<file path="config.mk">
export PLATFORM = sky130hd
export DESIGN_NAME = bist_sig_ctrl
export DESIGN_NICKNAME = d
export VERILOG_FILES = /design/src/rtl/bist_sig_ctrl.sv
export SDC_FILE = /design/constraint.sdc
export NUM_CORES = 1
export LEC_CHECK = 0
export BUFFER_PORTS_ARGS = -buffer_cell sky130_fd_sc_hd__buf_2
export CAP_MARGIN = 10
export CORE_UTILIZATION = 60
export DETAILED_ROUTE_END_ITERATION = 6
export PLACE_DENSITY = 0.87
export SLEW_MARGIN = 10
export SYNTH_ARGS = -nofsm -noshare
export SYNTH_HDL_FRONTEND = slang
export SYNTH_SLANG_ARGS = --single-unit
</file>
<file path="constraint.sdc">
create_clock -name clk -period 3 [get_ports clk]
set_clock_uncertainty 0.05 [all_clocks]
set_input_delay 0.15 -clock clk [delete_from_list [all_inputs] [get_ports clk]]
set_output_delay 0.15 -clock clk [all_outputs]
set_load 0.005 [all_outputs]
</file>
<file path="src/rtl/bist_sig_ctrl.sv">
module bist_sig_ctrl #(
  parameter int STIM_W = 8,
  parameter int RESP_W = 16,
  parameter int CNT_W  = 12,
  parameter int SIG_W  = 20,
  parameter logic [SIG_W-1:0]  SIG_TAPS = 20'h90000,
  parameter logic [STIM_W-1:0] CA_R150  = 8'hA6
) (
  input  logic              clk,
  input  logic              rst_n,
  input  logic              start,
  input  logic [STIM_W-1:0] seed,
  input  logic [CNT_W-1:0]  cap_time,
  input  logic              tmpl_si,
  input  logic              tmpl_shift,
  input  logic [RESP_W-1:0] resp,
  output logic [STIM_W-1:0] stim,
  output logic              sig_out
);

  logic              run;
  logic [STIM_W-1:0] ca, ca_nx, seed_eff;
  logic [STIM_W+1:0] ca_pad;
  logic [SIG_W-1:0]  sig, sig_nx, tmpl, resp_x;
  logic [CNT_W-1:0]  cnt;
  logic              hit;

  assign seed_eff = (seed == '0) ? STIM_W'(1) : seed;
  assign ca_pad   = {1'b0, ca, 1'b0};
  assign resp_x   = SIG_W'(resp);
  assign sig_nx   = {sig[SIG_W-2:0], ^(sig & SIG_TAPS)} ^ resp_x;
  assign hit      = run && (cnt == cap_time);
  assign stim     = ca;

  always_comb begin
    for (int i = 0; i < STIM_W; i++)
      ca_nx[i] = ca_pad[i+2] ^ ca_pad[i] ^ (CA_R150[i] & ca[i]);
  end

  always_ff @(posedge clk) begin
    if (!rst_n) begin
      run <= 1'b0; ca <= '0; sig <= '0; cnt <= '0; sig_out <= 1'b0;
    end else if (start) begin
      run <= 1'b1; ca <= seed_eff; sig <= '0; cnt <= '0; sig_out <= 1'b0;
    end else if (run) begin
      ca  <= ca_nx;
      cnt <= cnt + 1'b1;
      if (hit) begin
        run     <= 1'b0;
        sig_out <= (sig == tmpl);
      end else begin
        sig <= sig_nx;
      end
    end
  end

  always_ff @(posedge clk) begin
    if (!rst_n)
      tmpl <= '0;
    else if (tmpl_shift && !run && !start)
      tmpl <= {tmpl[SIG_W-2:0], tmpl_si};
  end


  seed_nonzero_chk: assert property (@(posedge clk) disable iff (!rst_n)
    start |=> (stim != '0));

  restart_clear_chk: assert property (@(posedge clk) disable iff (!rst_n)
    start |=> (!sig_out && run && sig == '0 && cnt == '0));

  capture_end_chk: assert property (@(posedge clk) disable iff (!rst_n)
    (hit && !start) |=> !run);

  result_hold_chk: assert property (@(posedge clk) disable iff (!rst_n)
    (!start && !hit) |=> $stable(sig_out));

  stim_frozen_chk: assert property (@(posedge clk) disable iff (!rst_n)
    (!run && !start) |=> $stable(stim));

  tmpl_locked_chk: assert property (@(posedge clk) disable iff (!rst_n)
    run |=> $stable(tmpl));

endmodule

</file>
==> flow_metrics.env, run 1 <==
export IMPL_postSynth_asyncResetShare=0
export IMPL_die_y_um=72.97
export IMPL_synth_top_family_by_area="XOR/XNOR gates"
export IMPL_area_delta_synth_final_pct=14.58
export IMPL_cts_buffers=9
export IMPL_p_sw_frac=0.2411
export IMPL_pwr_share_seq=0.487
export IMPL_critPathSlowestCell="dfxtp_1"
export IMPL_synth_xor_area_frac=0.2029
export IMPL_fin_nets=422
export IMPL_seq_area_frac_synth=0.4108
export IMPL_antenna_found_initial=0
export IMPL_drv_slew=0
export IMPL_wl_met1_um=2738
export IMPL_grt_pass1_wl_um=9163
export IMPL_hold_path_class="input port to register"
export IMPL_grt_overflow_total=0
export IMPL_clkTransAtPathRegs_ns=0.07
export IMPL_p_leak_nw=1.201
export IMPL_tns_ns=0
export IMPL_crit_path_end_kind="register"
export IMPL_top_layer="met4"
export IMPL_yosysTopAreaCellShare=0.4108
export IMPL_tightest_slew_ns=0.6869
export IMPL_die_w_um=72.97
export IMPL_cts_hold_buf=0
export IMPL_cts_tree="yes"
export IMPL_cts_resized=0
export IMPL_ios=50
export IMPL_syn_avg_cell_area_um2=8.993
export IMPL_slew_headroom=0.5421
export IMPL_ys_flop_type="dfxtp_1"
export IMPL_pwr_share_clk=0.408
export IMPL_synthCells=336
export IMPL_ys_seq_elements=62
export IMPL_ir_drop_mv=0.3043
export IMPL_ctsHtreeMaxLevel=3
export IMPL_drc=0
export IMPL_drv_cap=0
export IMPL_wl_met2_um=2559
export IMPL_p_sw_mw=0.4307
export IMPL_clk_insertion_delay_late_ns=0.34
export IMPL_critPathMaxFanout=16
export IMPL_synth_compound_area_frac=0.1420
export IMPL_dr_pass1_iters=4
export IMPL_grt_max_degree=37
export IMPL_pwr_share_comb=0.105
export IMPL_p_int_mw=1.356
export IMPL_nFillCells=359
export IMPL_fmax_ghz=0.5308
export IMPL_met3_length_um=279
export IMPL_utilization=0.7234
export IMPL_antenna_left=0
export IMPL_fin_hold_ws_ns=0.01080
export IMPL_startpoint_type="register"
export IMPL_netlist_area_um2=3022
export IMPL_drive_above_1_share=0.2089
export IMPL_synth_mux_area_frac=0.02319
export IMPL_wl_per_cell_um=12.58
export IMPL_synth_adder_area_share=0.004141
export IMPL_start_util=0.6314
export IMPL_cts_root_buffer_cell="clkbuf_8"
export IMPL_synth_nets=378
export IMPL_grt_pass1_vias=2023
export IMPL_fin_crit_ns=1.884
export IMPL_grt_usage=0.2325
export IMPL_synth_common_cells="dfxtp_1 (62), xnor2_1 (62), nand2_1 (52)"
export IMPL_synth_edf_count=0
export IMPL_status="finished, final reports clean"
export IMPL_post_cts_buffers=0
export IMPL_setup_violations=0
export IMPL_vias=2296
export IMPL_die_area_um2=5324
export IMPL_cp_num_buf_inv=0
export IMPL_viasPerCell=5.102
export IMPL_critPathKind="register to register"
export IMPL_arrival_ns=2.04
export IMPL_yosys_cell_types_count=28
export IMPL_rsz0062_at_grt="false"
export IMPL_rows=25
export IMPL_fin_crit_sh=0.6280
export IMPL_n_antenna_cell=0
export IMPL_place_congestion=0.8323
export IMPL_yosys_warnings=0
export IMPL_wirelength_um=5661
export IMPL_io_buffers=49
export IMPL_synth_area_leaders="dfxtp_1 (41%), xnor2_1 (18%), nand2_1 (6.5%)"
export IMPL_required_ns=3.16
export IMPL_hold_viol=0
export IMPL_power_per_cell_area_nw_per_um2=516.1
export IMPL_crit_family="simple AND/OR/NAND/NOR gates"
export IMPL_clock_path_buffers=2
export IMPL_yosys_area_share_simple=0.1801
export IMPL_synth_largest_area_cell="dfxtp_1"
export IMPL_core_area_um2=4786
export IMPL_hpwlAfterDp_um=4001
export IMPL_clkSinkCount=62
export IMPL_drtIter0Drc=81
export IMPL_path_cells="and3_1 > nand4_1 > nor3_1 > xnor2_1 > nor2_1"
export IMPL_critPathMaxStageDelay_ns=0.70
## worst register-to-register path, cell delays in order (launching register included)
cell	delay (ns)
dfxtp_1	0.70
and3_1	0.31
nand4_1	0.25
nor3_1	0.25
xnor2_1	0.14
nor2_1	0.05
## power by group through the flow
stage	sequential [mW]	clock, mW	combinational (mW)
after CTS	0.870	0.739	0.190
after global placement	0.888	0	0.185
final	0.870	0.729	0.188
after floorplan	0.881	0	0.144
after detailed placement	0.889	0	0.189
after global routing	0.873	0.774	0.208
## metal layers
metal,GRT usage,vias up
li1,-,1196
met5,0,-
met3,0.07320,7
met1,0.2924,1034
met4,0.1046,0
met2,0.3655,59
## metrics by stage
step / setup WS, ns / area (um2) / power, mW / std cells
2_1_floorplan: 1.437 / 3022 / 1.025 / 336
3_3_place_gp: 1.183 / 3266 / 1.073 / 436
3_5_place_dp: 1.142 / 3266 / 1.078 / 436
4_1_cts: 1.113 / 3462 / 1.800 / 450
5_1_grt: 0.9370 / 3462 / 1.855 / 450
6_report: 1.116 / 3462 / 1.787 / 450
## cells by family after synthesis
kind of cell / after synthesis
and+or+nand+nor: 125
xor gates and xnor gates: 70
DFF: 62
AOI/OAI and AO/OA: 50
buffers and inverters: 21
muxes: 7
adders and majority gates: 1
## flip-flops by register name, summed over array words and instances, names as in the netlist
name and cells:
sig_out 1, run 1, stim 8, sig 20
tmpl 20, cnt 12
## worst paths after layout
check	endpoint	slack, ns	startpoint	cells after the start
setup reg to reg	cnt[11]$_SDFFE_PP0P_	1.12	run$_SDFF_PN0_	5
setup / recovery	cnt[11]$_SDFFE_PP0P_	1.12	run$_SDFF_PN0_	5
hold reg to reg	sig_out$_SDFFE_PP0P_	0.44	sig_out$_SDFFE_PP0P_	2
hold / removal	tmpl[0]$_SDFFE_PN0P_	0.01	tmpl_si	3
## cells in the final DEF, fill, tap and decap left out, types with 3 or more instances in the layout
master,count
nand4_1,10
and3_1,3
buf_2,49
a21boi_0,20
nor4_1,3
o21ai_0,6
xor2_1,8
a211oi_2,15
nand3_1,3
and2_1,6
inv_1,3
clkbuf_8,11
nor2b_1,3
nor2_1,41
mux2i_1,7
dfxtp_1,62
xnor2_1,62
a211oi_1,3
a21oi_1,3
nand2_1,52
## final cells by class
cell class	count	area, um2	share of cell area
clock buffer	11	151.4	0.04373
sequential	62	1241	0.3585
tap	67	83.83	0.02421
multi-input combinational	253	1669	0.4821
timing repair buffer	51	260.3	0.07517
clock inverter	3	45.04	0.01301
inverter	3	11.26	0.003253
No activity file was read; power rests on OpenSTA's default activity.
==> run 2, diff against run 1 <==
--- a/config.mk
+++ b/config.mk
@@ -7,9 +7,9 @@
 export LEC_CHECK = 0
 export BUFFER_PORTS_ARGS = -buffer_cell sky130_fd_sc_hd__buf_2
 export CAP_MARGIN = 10
-export CORE_UTILIZATION = 60
+export CORE_UTILIZATION = 50
 export DETAILED_ROUTE_END_ITERATION = 6
-export PLACE_DENSITY = 0.87
+export PLACE_DENSITY = 0.78
 export SLEW_MARGIN = 10
 export SYNTH_ARGS = -nofsm -noshare
 export SYNTH_HDL_FRONTEND = slang
==> constraint.sdc (replaced) <==
create_clock -name clk -period 1.6 [get_ports clk]
set_clock_uncertainty 0.05 [all_clocks]
set_input_delay 0.08 -clock clk [delete_from_list [all_inputs] [get_ports clk]]
set_output_delay 0.08 -clock clk [all_outputs]
set_load 0.005 [all_outputs]
==> run 2 against run 1 <==
Compared with the run above: non-clock buffer count is 20 higher; die area is 19% higher; combinational power is 120% higher; sequential power is 87% higher; via count is 5.6% higher; worst hold slack hardly changed; clock-buffer cell count is 1 higher; maximum frequency is 20% higher; largest cell class unchanged; critical path type unchanged; clock power is 55% higher.
==> flow_metrics.env, run 2 (same netlist as run 1, synthesis figures left out) <==
export IMPL_start_util=0.5324
export IMPL_critPathSlowestCell="dfxtp_1"
export IMPL_top_regs="sig x20, tmpl x20, cnt x12"
export IMPL_reg2reg_depth=6
export IMPL_fin_crit_ns=1.574
export IMPL_grt_pass1_vias=2283
export IMPL_critPathMaxFanout=36
export IMPL_die_y_um=79.74
export IMPL_core_area_um2=5675
export IMPL_fmax_ghz=0.6352
export IMPL_clk_insertion_delay_late_ns=0.33
export IMPL_grt_overflow_total=0
export IMPL_clock_path_buffers=2
export IMPL_regArea_um2=1247
export IMPL_setup_slack_ns=0.02559
export IMPL_antenna_found_initial=0
export IMPL_arrival_ns=1.74
export IMPL_io_buffers=49
export IMPL_dp_cells=456
export IMPL_startpoint_type="register"
export IMPL_ir_drop_mv=0.5660
export IMPL_placed_cell_area_um2=3422
export IMPL_multi_input_area_um2=1710
export IMPL_grt_pass1_wl_um=10250
export IMPL_crit_family="flip-flops"
export IMPL_grt_max_degree=37
export IMPL_hold_path_class="input port to register"
export IMPL_critPathMaxStageDelay_ns=0.39
export IMPL_stdcell_count=475
export IMPL_reg2reg_slack_ns=0.03
export IMPL_fin_crit_sh=0.9840
export IMPL_rsz0062_at_grt="true"
export IMPL_dr_pass1_iters=4
export IMPL_hold_path_endpoint="sig[5]$_SDFFE_PP0P_"
export IMPL_hold_viol=0
export IMPL_cp_num_buf_inv=1
export IMPL_viasPerCell=5.105
export IMPL_drc=0
export IMPL_cts_root_buffer_cell="clkbuf_8"
export IMPL_hpwlAfterDp_um=4388
export IMPL_post_cts_buffers=0
export IMPL_r2r_end="sig[19]$_SDFFE_PP0P_"
export IMPL_ios=50
export IMPL_cp_depth=6
export IMPL_p_leak_nw=1.317
export IMPL_fin_nets=442
export IMPL_tightest_slew_ns=0.3777
export IMPL_cts_tree="yes"
export IMPL_wl_per_cell_um=12.86
export IMPL_worstHoldPathCells=3
export IMPL_grt_usage=0.2103
export IMPL_clkSinkCount=62
export IMPL_place_congestion=0.8220
export IMPL_nFillCells=444
export IMPL_timing_hold_worst_start="resp[5]"
export IMPL_wirelength_um=6107
export IMPL_drv_slew=0
export IMPL_drv_cap=0
export IMPL_die_area_um2=6358
export IMPL_required_ns=1.77
export IMPL_utilization=0.6475
export IMPL_critPathKind="register to register"
export IMPL_setup_violations=0
export IMPL_dpl_worst_slack_ns=-0.08842
export IMPL_mostFrequentLayoutCells="xnor2_1 (60), dfxtp_1 (57), nand2_1 (52), buf_2 (49), nor2_1 (31)"
export IMPL_die_w_um=79.74
export IMPL_crit_path_end_kind="register"
export IMPL_layout_commonest_cell="xnor2_1"
export IMPL_drive_above_1_share=0.2754
export IMPL_power_per_cell_area_nw_per_um2=863.9
export IMPL_antenna_left=0
export IMPL_path_cells="xnor2_1 > nand4_1 > o31a_1 > buf_12 > mux2i_1 > nor2_1"
export IMPL_status="finished, final reports clean"
export IMPL_ctsHtreeMaxLevel=3
export IMPL_area_delta_synth_final_pct=21.61
export IMPL_final_area_um2=3675
export IMPL_drtIter0Drc=92
export IMPL_rows=27
export IMPL_slew_headroom=0.7459
export IMPL_reg2reg_from="cnt[7]$_SDFFE_PP0P_"
export IMPL_vias=2425
export IMPL_clkTransAtPathRegs_ns=0.07
export IMPL_cts_buffers=9
export IMPL_n_antenna_cell=0
[run 2: cell count changes in the layout (fill, tap and decap cells not counted), moves of 5 or more]
cell / before / now
dfxtp_2: 0 / 5
nor2_1: 41 / 31
nor2_2: 0 / 10
buf_4: 2 / 14
dlygate4sd3_1: 0 / 5
dfxtp_1: 62 / 57
[run 2: worst max path at each step]
stage / start / end / slack (ns)
6_report: cnt[7]$_SDFFE_PP0P_ / sig[19]$_SDFFE_PP0P_ / 0.03
5_1_grt: cnt[8]$_SDFFE_PP0P_ / sig[17]$_SDFFE_PP0P_ / -0.05
4_1_cts: cnt[10]$_SDFFE_PP0P_ / sig[19]$_SDFFE_PP0P_ / 0.02
3_5_place_dp: run$_SDFF_PN0_ / tmpl[3]$_SDFFE_PN0P_ / -0.09
3_3_place_gp: cnt[10]$_SDFFE_PP0P_ / sig[16]$_SDFFE_PP0P_ / 0.02
2_1_floorplan: cnt[8]$_SDFFE_PP0P_ / sig[12]$_SDFFE_PP0P_ / 0.04
[run 2: timing repair]
| item | 4_1_cts | 5_1_grt |
|---|---|---|
| hold buffers | 5 | 0 |
| gates resized for setup | 1 | 17 |
| endpoints found under the setup margin | 20 | 24 |
| pin swaps | 0 | 2 |
| hold endpoints to repair | 5 | 0 |
[run 2: metrics by stage]
stage | power [mW] | hold slack, ns | setup TNS [ns]
finish | 3.175 | 0.01087 | 0
detailed placement | 2.055 | 0.2874 | -0.4490
global route | 3.298 | 0.01825 | -0.3956
CTS | 3.183 | 0.003761 | 0
global placement | 2.043 | 0.2823 | 0
floorplan | 1.922 | 0.1749 | 0
[run 2: cell type report]
type | instances | area share
sequential | 62 | 0.3395
timing repair buffer | 71 | 0.1253
clock inverter | 2 | 0.002724
multi-input combinational | 253 | 0.4654
tap | 72 | 0.02451
clock buffer | 12 | 0.03950
inverter | 3 | 0.003064
[run 2: per-layer routing]
| layer | vias to the layer above | part of all wire | global-route usage |
|---|---|---|---|
| met2 | 62 | 0.46 | 0.3248 |
| met5 | - | 0 | 0 |
| met1 | 1118 | 0.49 | 0.2793 |
| met3 | 6 | 0.046 | 0.03886 |
| met4 | 0 | 0.0079 | 0.1071 |
| li1 | 1239 | - | - |
[run 2: worst reg2reg max path, cell delays in order, from the launching register on]
cell	delay, ns
dfxtp_1	0.39
xnor2_1	0.14
nand4_1	0.14
o31a_1	0.33
buf_12	0.19
mux2i_1	0.17
nor2_1	0.05
[run 2: report_power, final]
group          switching [mW]  internal (mW)
combinational           0.198          0.215
sequential             0.0500           1.58
clock                   0.548          0.582
total                   0.796           2.38
==> run 3, diff against run 2 <==
--- a/config.mk
+++ b/config.mk
@@ -9,6 +9,7 @@
 export CAP_MARGIN = 10
 export CORE_UTILIZATION = 50
 export DETAILED_ROUTE_END_ITERATION = 6
+export HOLD_SLACK_MARGIN = 0.05
 export PLACE_DENSITY = 0.78
 export SLEW_MARGIN = 10
 export SYNTH_ARGS = -nofsm -noshare
==> run 3 against run 2 <==
Compared with the run above: critical path depth is the same; clock power is essentially flat; sequential cell count is the same; total power grew 1.5%; combinational power grew 11%; die area is the same; global-route usage grew 1.8 points; first-iteration DRC count grew 21%; cell count grew 4.0%; critical endpoint is now sig[13]$_SDFFE_PP0P_; highest routed layer unchanged.
==> flow_metrics.env, run 3 (same netlist as run 1, synthesis figures left out) <==
export IMPL_status="finished, final reports clean"
export IMPL_fin_nets=461
export IMPL_top_regs="sig x20, tmpl x20, cnt x12"
export IMPL_grt_usage=0.2285
export IMPL_fin_crit_sh=0.9972
export IMPL_pwr_share_seq=0.507
export IMPL_nFillCells=414
export IMPL_tightest_slew_ns=0.3706
export IMPL_ctsHtreeMaxLevel=3
export IMPL_die_area_um2=6358
export IMPL_critPathMaxFanout=36
export IMPL_grt_pass1_vias=2473
export IMPL_setup_violations=0
export IMPL_r2r_end="sig[13]$_SDFFE_PP0P_"
export IMPL_clk_insertion_delay_late_ns=0.34
export IMPL_dr_pass1_iters=4
export IMPL_antenna_found_initial=0
export IMPL_critPathMaxStageDelay_ns=0.39
export IMPL_power_per_cell_area_nw_per_um2=832.0
export IMPL_multi_input_area_um2=1719
export IMPL_arrival_ns=1.75
export IMPL_utilization=0.6825
export IMPL_cts_root_buffer_cell="clkbuf_8"
export IMPL_path_cells="xnor2_1 > nand4_1 > o31a_1 > buf_12 > nor2_2 > a211oi_2"
export IMPL_drc=0
export IMPL_die_w_um=79.74
export IMPL_drv_cap=0
export IMPL_regArea_um2=1247
export IMPL_grt_max_degree=37
export IMPL_required_ns=1.75
export IMPL_met3_length_um=221
export IMPL_clkTransAtPathRegs_ns=0.06
export IMPL_core_area_um2=5675
export IMPL_ir_drop_mv=0.5634
export IMPL_hold_path_class="input port to register"
export IMPL_pwr_share_comb=0.142
export IMPL_hpwlAfterDp_um=4388
export IMPL_slew_headroom=0.7507
export IMPL_p_int_mw=2.409
export IMPL_drv_slew=0
export IMPL_top_layer="met4"
export IMPL_hold_viol=0
export IMPL_p_leak_nw=1.397
export IMPL_setup_slack_ns=0.004476
export IMPL_place_congestion=0.8220
export IMPL_fin_crit_ns=1.596
export IMPL_grt_overflow_total=0
export IMPL_reg2reg_slack_ns=0.004
export IMPL_crit_path_end_kind="register"
export IMPL_reg2reg_depth=6
export IMPL_drive_above_1_share=0.2678
export IMPL_area_delta_synth_final_pct=28.20
export IMPL_critPathSlowestCell="dfxtp_1"
export IMPL_p_sw_mw=0.8134
export IMPL_n_antenna_cell=0
export IMPL_ios=50
export IMPL_worstHoldPathCells=3
export IMPL_startpoint_type="register"
export IMPL_mostFrequentLayoutCells="xnor2_1 (60), dfxtp_1 (57), nand2_1 (52), buf_2 (49), nor2_1 (30)"
export IMPL_rsz0062_at_grt="true"
export IMPL_die_y_um=79.74
export IMPL_cts_buffers=9
export IMPL_layout_commonest_cell="xnor2_1"
export IMPL_wl_met2_um=3155
export IMPL_io_buffers=49
export IMPL_pwr_share_clk=0.351
export IMPL_critPathKind="register to register"
export IMPL_drtIter0Drc=111
export IMPL_rows=27
export IMPL_vias=2508
export IMPL_grt_pass1_wl_um=11060
export IMPL_start_util=0.5324
export IMPL_antenna_left=0
export IMPL_cts_tree="yes"
export IMPL_hold_path_endpoint="stim[1]$_SDFFE_PN0P_"
export IMPL_clkSinkCount=62
export IMPL_viasPerCell=5.077
export IMPL_clock_path_buffers=2
export IMPL_p_sw_frac=0.2524
export IMPL_wl_per_cell_um=13.58
export IMPL_wl_met1_um=3186
export IMPL_post_cts_buffers=0
export IMPL_reg2reg_from="cnt[7]$_SDFFE_PP0P_"
export IMPL_fmax_ghz=0.6268
export IMPL_dpl_worst_slack_ns=-0.08842
export IMPL_timing_hold_worst_start="start"
export IMPL_wirelength_um=6709
[run 3: worst max path at each step]
stage | depth (start not counted) | end | start | slack, ns
2_1_floorplan | 7 | sig[12]$_SDFFE_PP0P_ | cnt[8]$_SDFFE_PP0P_ | 0.04
4_1_cts | 6 | sig[19]$_SDFFE_PP0P_ | cnt[10]$_SDFFE_PP0P_ | 0.02
3_3_place_gp | 6 | sig[16]$_SDFFE_PP0P_ | cnt[10]$_SDFFE_PP0P_ | 0.02
6_report | 6 | sig[13]$_SDFFE_PP0P_ | cnt[7]$_SDFFE_PP0P_ | 0.004
5_1_grt | 6 | sig[13]$_SDFFE_PP0P_ | cnt[8]$_SDFFE_PP0P_ | -0.06
3_5_place_dp | 5 | tmpl[3]$_SDFFE_PN0P_ | run$_SDFF_PN0_ | -0.09
[run 3: metrics by stage]
stage	instance area (um2)	total power, mW	TNS (ns)	std cells	hold slack, ns
floorplan	3022	1.922	0	336	0.1749
global placement	3422	2.043	0	456	0.2823
detailed placement	3422	2.055	-0.4490	456	0.2874
CTS	3819	3.218	0	494	0.07789
global route	3874	3.345	-0.5063	494	0.1375
finish	3874	3.223	0	494	0.09901
[run 3: power by group through the flow]
stage          clock, mW  combinational, mW  sequential, mW
2_1_floorplan          0              0.270            1.65
4_1_cts             1.15              0.441            1.63
3_5_place_dp           0              0.394            1.66
5_1_grt             1.21              0.500            1.64
6_report            1.13              0.458            1.63
3_3_place_gp           0              0.383            1.66
[run 3: per-layer routing]
| layer | GRT usage | vias up |
|---|---|---|
| met5 | 0 | - |
| met4 | 0.1125 | 0 |
| met3 | 0.04000 | 11 |
| met2 | 0.3761 | 58 |
| met1 | 0.2871 | 1162 |
| li1 | - | 1277 |
[run 3: final cells by class]
| class | count | share of cell area |
|---|---|---|
| Tap cell | 72 | 0.02326 |
| Inverter | 3 | 0.002907 |
| Clock buffer | 12 | 0.03747 |
| Sequential cell | 62 | 0.3220 |
| Multi-Input combinational cell | 253 | 0.4438 |
| Clock inverter | 2 | 0.002584 |
| Timing Repair Buffer | 90 | 0.1680 |
[run 3: timing repair]
action / CTS / global route
hold buffers: 24 / 0
resized for setup: 1 / 19
endpoints found under the setup margin: 20 / 26
hold endpoints to repair: 24 / 0
pin swaps: 0 / 2
[run 3: critical path: cells and delay by family (launching register included)]
| family | cells | cell delay, ns |
|---|---|---|
| xor gates and xnor gates | 1 | 0.14 |
| buffers and inverters | 1 | 0.19 |
| and+or+nand+nor | 2 | 0.28 |
| AOI/OAI and AO/OA | 2 | 0.40 |
| DFF | 1 | 0.39 |
